==> src/rtl/burst_seq_pkg.sv <==
package burst_seq_pkg;
  typedef enum logic {
    ORD_LINEAR     = 1'b0,
    ORD_INTERLEAVE = 1'b1
  } burst_order_e;
endpackage

==> src/rtl/burst_beat_ctr.sv <==
module burst_beat_ctr #(
  parameter int BEAT_W = 2
) (
  input  logic              clk,
  input  logic              rst,
  input  logic              load_i,
  input  logic              adv_i,
  input  logic [BEAT_W-1:0] start_d_i,
  output logic [BEAT_W-1:0] start_o,
  output logic [BEAT_W-1:0] beat_o
);
  logic [BEAT_W-1:0] start_q, beat_q;
  logic do_load, do_step;

  assign do_load = load_i;
  assign do_step = adv_i && !load_i;

  function automatic logic [BEAT_W-1:0] step_beat(input logic [BEAT_W-1:0] b);
    return b + 1'b1;
  endfunction

  always_ff @(posedge clk) begin
    if (rst) begin
      start_q <= '0;
      beat_q  <= '0;
    end else if (do_load) begin
      start_q <= start_d_i;
      beat_q  <= '0;
    end else if (do_step) begin
      beat_q  <= step_beat(beat_q);
    end
  end

  assign start_o = start_q;
  assign beat_o  = beat_q;


  load_restart_chk: assert property (@(posedge clk) disable iff (rst)
    load_i |=> (beat_q == '0));

  advance_step_chk: assert property (@(posedge clk) disable iff (rst)
    (adv_i && !load_i) |=> (beat_q == BEAT_W'($past(beat_q) + 1'b1)));

  idle_hold_chk: assert property (@(posedge clk) disable iff (rst)
    (!adv_i && !load_i) |=> ($stable(beat_q) && $stable(start_q)));
endmodule

==> src/rtl/burst_ofs_map.sv <==
module burst_ofs_map
  import burst_seq_pkg::*;
#(
  parameter int BEAT_W = 2
) (
  input  burst_order_e      order_i,
  input  logic [BEAT_W-1:0] start_i,
  input  logic [BEAT_W-1:0] beat_i,
  output logic [BEAT_W-1:0] ofs_o
);
  function automatic logic [BEAT_W-1:0] lin_ofs(input logic [BEAT_W-1:0] s,
                                                input logic [BEAT_W-1:0] b);
    return s + b;
  endfunction

  function automatic logic [BEAT_W-1:0] ilv_ofs(input logic [BEAT_W-1:0] s,
                                                input logic [BEAT_W-1:0] b);
    return s ^ b;
  endfunction

  always_comb begin
    if (order_i == ORD_LINEAR) ofs_o = lin_ofs(start_i, beat_i);
    else                       ofs_o = ilv_ofs(start_i, beat_i);
  end
endmodule

==> src/rtl/burst_hi_latch.sv <==
module burst_hi_latch #(
  parameter int HI_W = 10
) (
  input  logic            clk,
  input  logic            rst,
  input  logic            load_i,
  input  logic [HI_W-1:0] hi_d_i,
  output logic [HI_W-1:0] hi_o
);
  logic [HI_W-1:0] hi_q;

  always_ff @(posedge clk) begin
    if (rst)         hi_q <= '0;
    else if (load_i) hi_q <= hi_d_i;
  end

  assign hi_o = hi_q;


  upper_hold_chk: assert property (@(posedge clk) disable iff (rst)
    !load_i |=> $stable(hi_q));
endmodule

==> src/rtl/burst_addr_seq.sv <==
module burst_addr_seq
  import burst_seq_pkg::*;
#(
  parameter int ADDR_W = 12,
  parameter int BEAT_W = 2
) (
  input  logic                     clk,
  input  logic                     rst,
  input  logic                     load_i,
  input  logic                     adv_n_i,
  input  logic                     order_sel_i,
  input  logic [ADDR_W-1:0]        addr_i,
  output logic [BEAT_W-1:0]        ofs_o,
  output logic [ADDR_W-BEAT_W-1:0] upper_o
);
  localparam int HI_W = ADDR_W - BEAT_W;

  logic              adv_ev;
  logic [BEAT_W-1:0] start_w, beat_w;
  burst_order_e      order_w;

  assign adv_ev  = !adv_n_i;
  assign order_w = burst_order_e'(order_sel_i);

  burst_beat_ctr #(.BEAT_W(BEAT_W)) u_ctr (
    .clk(clk), .rst(rst), .load_i(load_i), .adv_i(adv_ev),
    .start_d_i(addr_i[BEAT_W-1:0]), .start_o(start_w), .beat_o(beat_w)
  );

  burst_ofs_map #(.BEAT_W(BEAT_W)) u_map (
    .order_i(order_w), .start_i(start_w), .beat_i(beat_w), .ofs_o(ofs_o)
  );

  burst_hi_latch #(.HI_W(HI_W)) u_hi (
    .clk(clk), .rst(rst), .load_i(load_i),
    .hi_d_i(addr_i[ADDR_W-1:BEAT_W]), .hi_o(upper_o)
  );


  load_offset_chk: assert property (@(posedge clk) disable iff (rst)
    load_i |=> (ofs_o == $past(addr_i[BEAT_W-1:0])));

  load_upper_chk: assert property (@(posedge clk) disable iff (rst)
    load_i |=> (upper_o == $past(addr_i[ADDR_W-1:BEAT_W])));
endmodule

==> config.mk <==
export PLATFORM = sky130hd
export DESIGN_NAME = burst_addr_seq
export DESIGN_NICKNAME = d
export VERILOG_FILES = /design/src/rtl/burst_seq_pkg.sv /design/src/rtl/burst_beat_ctr.sv /design/src/rtl/burst_ofs_map.sv /design/src/rtl/burst_hi_latch.sv /design/src/rtl/burst_addr_seq.sv
export SDC_FILE = /design/constraint.sdc
export NUM_CORES = 1
export LEC_CHECK = 0
export CAP_MARGIN = 30
export CORE_AREA = 2 2 39 41
export DETAILED_ROUTE_END_ITERATION = 7
export DIE_AREA = 0 0 41 43
export DONT_BUFFER_PORTS = 1
export PLACE_DENSITY = 0.67
export SLEW_MARGIN = 20
export SYNTH_ARGS = -nofsm -noshare
export SYNTH_HDL_FRONTEND = slang
export SYNTH_SLANG_ARGS = --single-unit
==> constraint.sdc <==
create_clock -name clk -period 1 [get_ports clk]
set_clock_uncertainty 0.15 [all_clocks]
set_input_delay 0.05 -clock clk [delete_from_list [all_inputs] [get_ports clk]]
set_output_delay 0.05 -clock clk [all_outputs]
set_load 0.01 [all_outputs]
=== Word level (Yosys, flattened, before mapping) ===
Cells that the tools add are included.

* Bits in registers: 14
* Logic and storage cells: 11

* Muxes and demuxes: 1
* Add/sub/neg operators: 2
* Bitwise operators: 1
* Reduce and logical (&&, ||, !) cells: 4

{| class="wikitable"
|+ Operator list
! operator !! count
|-
| 2-bit by 1-bit adder with 2-bit output, second input constant || 1
|-
| 2-bit adder || 1
|-
| 1-bit logical NOT || 2
|-
| 2-bit 2-to-1 mux || 1
|-
| 2-bit OR reduction || 1
|-
| 2-bit bitwise XOR || 1
|-
| 1-bit logical AND || 1
|}

=== Logic depth before layout (Yosys ltp) ===
* Word-level depth: 2
* Mapped depth: 4
* Mapped depth without buffers: 3

=== Modules after synthesis ===
From an unflattened synthesis, not the netlist that was laid out.

* Cells, all modules: 50
* Area total of the unflattened synthesis: 544.3 µm²

{| class="wikitable"
|+ Modules (own cells, without submodules)
! module !! seq. area each (µm²) !! area each (µm²) !! instances !! cells an instance
|-
| burst_hi_latch || 200.2 || 352.8 || 1 || 32
|-
| burst_beat_ctr || 80.1 || 151.4 || 1 || 13
|-
| burst_ofs_map || 0.0 || 36.3 || 1 || 4
|-
| burst_addr_seq || 0.0 || 3.8 || 1 || 1
|}

=== Worst setup path after synthesis ===
OpenSTA, ideal clock, no wires.

* Path kind: flip-flop to output port
* Start: reg u_ctr.start_q[0], in the netlist u_ctr.start_o[0]
* End: out ofs_o[1]
* Required time: 0.800 ns
* Path buffers: 0
* Cell stages (with the launch flop): 4
* Data arrival time: 0.821 ns
* Setup slack: -0.021 ns
* Path through: dfxtp_1 -> ha_1 -> nor2b_1 -> xnor2_1

* Word-level cells in the longest chain between the ends: 2

{| class="wikitable"
|+ RTL lines
! item !! line !! RTL
|-
| from (decl) || burst_beat_ctr.sv:12 || <nowiki>logic [BEAT_W-1:0] start_q, beat_q;</nowiki>
|-
| from (signal assigned) || burst_beat_ctr.sv:27 || <nowiki>start_q <= start_d_i;</nowiki>
|-
| 2-bit adder || burst_ofs_map.sv:13 || <nowiki>return s + b;</nowiki>
|-
| 2-bit 2-to-1 mux || burst_ofs_map.sv:22 || <nowiki>if (order_i == ORD_LINEAR) ofs_o = lin_ofs(start_i, beat_i);</nowiki>
|-
| to (decl) || burst_addr_seq.sv:13 || <nowiki>output logic [BEAT_W-1:0] ofs_o,</nowiki>
|}

Every way passes these cells.

=== Worst setup path after layout ===
* Start: reg u_ctr.beat_q[0], in the netlist u_ctr.beat_o[0]
* End: out ofs_o[1]

* Word-level cells in the longest chain between the ends: 2

{| class="wikitable"
|+ RTL lines
! item !! line !! RTL
|-
| from (decl) || burst_beat_ctr.sv:12 ||
|-
| from (signal assigned) || burst_beat_ctr.sv:30 || <nowiki>beat_q <= step_beat(beat_q);</nowiki>
|-
| 2-bit adder || burst_ofs_map.sv:13 ||
|-
| 2-bit 2-to-1 mux || burst_ofs_map.sv:22 ||
|}

Every way passes these cells.

==> run summary <==
root buffer cell - clkbuf_4
FF-to-FF setup slack - -0.17 ns
Reg2Reg Depth - 5
final worst setup slack - -0.247 ns
Worst-path clk slew - 0.08 ns
Gate power share - 13.2%
Worst EP required - 0.80 ns
nets@finish - 86
failing checks - negative hold slack, negative setup slack
crit path DAT - 1.05 ns
Synth Net Count - 68
Layout Cells excl Fill - 82
CP Max Fanout - 2
layout cells sized above 1 - 21.2%
Die ar. - 1760 sq um
clk_lat worst skew - 0.27 ns
initial antenna violation count - 0
Clock Path Buffers - 2
P per Cell Area - 1370 nW/um^2
worst hold path class - in2reg
CTS Buf Count - 3
Ports - 29
flip-flop and latch count after synthesis - 14
total number of vias - 406
sw power - 0.000249 W
Yosys Warn Count - 0
synth cell count leaders - dfxtp_1 (14), mux2i_1 (12), nor2_1 (12)
Setup Viol. Count Final - 4
R2R Path Start - u_ctr.beat_o[0]
detailed placement HPWL - 650 um
maximum clock frequency - 802 MHz
Initial Util - 41.4%
first-pass GRT wire length - 1590 um
Synth area leader - dfxtp_1
worst-path cell chain - ha_4, nor2b_4, xnor2_2
Max IR drop VDD - 0.000674 V
final hold violation count - 14
GP Congestion - 0.513
Tightest Pin Transition - 0.581 ns
Main synth FF type - dfxtp_1
final hold slack - -0.322 ns
Core Util, Final - 56.3%
most frequent cell after synthesis - dfxtp_1
WS Path Type - reg2out
Min Clock Period, post-route - 1.25 ns
post-synthesis sequential area ratio - 48.9%
Core Footprint - 1380 sq um
Initial DRC Count - 4
startpoint types - flip-flop
Tot GR Track Use - 13.5%
WL/cell - 13.0 um
Sw Share - 23.2%
cell-internal power - 0.000822 W
Syn Area/Cell - 11.5 sq um
final antenna-violating net count - 0
Layout area overhead - 36.0%
status - finished with violations
Flop pwr share - 58.2%
P_leak - 0.335 nW
hold_buf cts - 13
DRT Pass-1 Iters - 3
EDFF count, synth - 0
max-slew violations - 0
nature of the critical path endpoint - output pin
largest net degree at the start of global routing - 15
PortBufs - 0
clock power share - 28.6%
chip width - 41 um
CTS sink count - 14
Syn Std Cell Area - 573 sq um
Synth area leaders - dfxtp_1 (49%), mux2i_1 (21%), nor2_1 (7.9%), xnor2_1 (4.6%), nor4_4 (3.7%)
Tcrit/Tclk final - 125%
number of diodes - 0
max_cap viols - 0
CTS tree - yes
Yosys top cell area share - 48.9%
Worst Min Path Start - load_i
Worst path max stage delay - 0.34 ns
r2r endpoint - u_ctr.beat_o[1]
count of different cell masters after synthesis - 12
Hold EP - u_ctr.beat_o[0]
RSZ-0062 raised after global routing - true
Mapped Cells - 50
Slew HR - 61.3%
WL final - 1070 um
vias in the first global route - 405
H-tree depth - 1
hold path depth - 1
aggregate global routing overflow - 0
placed insts - 64
row count - 14
DR DRC count - 0
Async S/R FF share, synth - 0%
drt via density - 4.95
CP max-delay cell - dfxtp_2
Die Height - 43 um
==> logic make-up (layout without fill, tap and decap cells) <==
kind of cell	count (synthesis)	in the layout	synth area share [%]
AND/OR/NAND/NOR	17	17	17.0
flip-flops	14	14	48.9
multiplexers	12	12	21.0
XOR/XNOR	3	3	4.59
buffers and inverters	3	19	6.33
adder cells (fa/ha/maj)	1	1	2.18
==> final cells by class <==
cell class | instances | area (sq um)
flip-flops and latches | 14 | 283
clock buffers | 3 | 22.5
multi-input cells | 33 | 292
repair buffers | 16 | 163
fillers | 121 | 604
well taps | 16 | 20.0
==> worst max-delay path: cells and delay by family, from the launching register on <==
| kind | cells | cell delay (ns) |
|---|---|---|
| xor gates and xnor gates | 1 | 0.17 |
| adders and majority gates | 1 | 0.14 |
| and+or+nand+nor | 1 | 0.12 |
| DFF | 1 | 0.34 |
==> sequential cells by signal (all words and copies together) (netlist names) <==
register,count
u_ctr.beat_o,2
u_ctr.start_o,2
u_hi.hi_o,10
==> cell usage in the layout (no fill, tap or decap), types with 2 or more instances in the layout <==
cell and n:
dfxtp_1 12, mux2i_1 12, xnor2_2 2, nor2b_4 2
buf_6 2, clkbuf_4 3, dlygate4sd3_1 12, dfxtp_2 2
nor2_1 12
==> power by group through the flow <==
| stage | Sequential (W) | Clock (W) | Combinational [W] |
|---|---|---|---|
| 3_5_place_dp | 0.000633 | 0 | 0.0000781 |
| 4_1_cts | 0.000623 | 0.000317 | 0.000134 |
| 6_report | 0.000623 | 0.000306 | 0.000141 |
| 5_1_grt | 0.000625 | 0.000347 | 0.000154 |
| 2_1_floorplan | 0.000628 | 0 | 0.0000987 |
| 3_3_place_gp | 0.000632 | 0 | 0.0000751 |
==> worst max path at each step <==
stage                      from  endpoint  slack, ns  depth (start not counted)
2_1_floorplan  u_ctr.start_o[0]  ofs_o[1]       0.02                          3
4_1_cts        u_ctr.start_o[0]  ofs_o[1]      -0.26                          3
3_5_place_dp   u_ctr.start_o[0]  ofs_o[1]     -0.009                          3
6_report        u_ctr.beat_o[0]  ofs_o[1]      -0.25                          3
5_1_grt         u_ctr.beat_o[0]  ofs_o[1]      -0.30                          3
3_3_place_gp   u_ctr.start_o[0]  ofs_o[1]      0.007                          3
==> routing by layer <==
metal	routed length, um	up-vias	track usage (%)
met3	61	2	3.14
met4	6	0	8.00
li1	-	198	-
met2	521	14	20.3
met1	475	192	16.8
met5	0	-	0
==> what timing repair did <==
item,CTS,global route
endpoints found under the hold margin,14,14
setup endpoints to repair,2,16
resized for setup,4,4
pin swaps,1,0
buffers inserted,1,1
==> through the flow <==
stage | area (sq um) | setup WS, ns | total power, W | hold WS (ns) | TNS (ns)
global route | 779 | -0.303 | 0.00113 | -0.342 | -0.828
floorplan | 588 | 0.0200 | 0.000727 | -0.0276 | 0
detailed placement | 579 | -0.00946 | 0.000711 | -0.0289 | -0.00946
CTS | 754 | -0.261 | 0.00107 | -0.333 | -1.21
global placement | 579 | 0.00715 | 0.000707 | -0.0292 | 0
finish | 779 | -0.247 | 0.00107 | -0.322 | -0.645
Note: power is estimated with default switching activity, not from simulation.
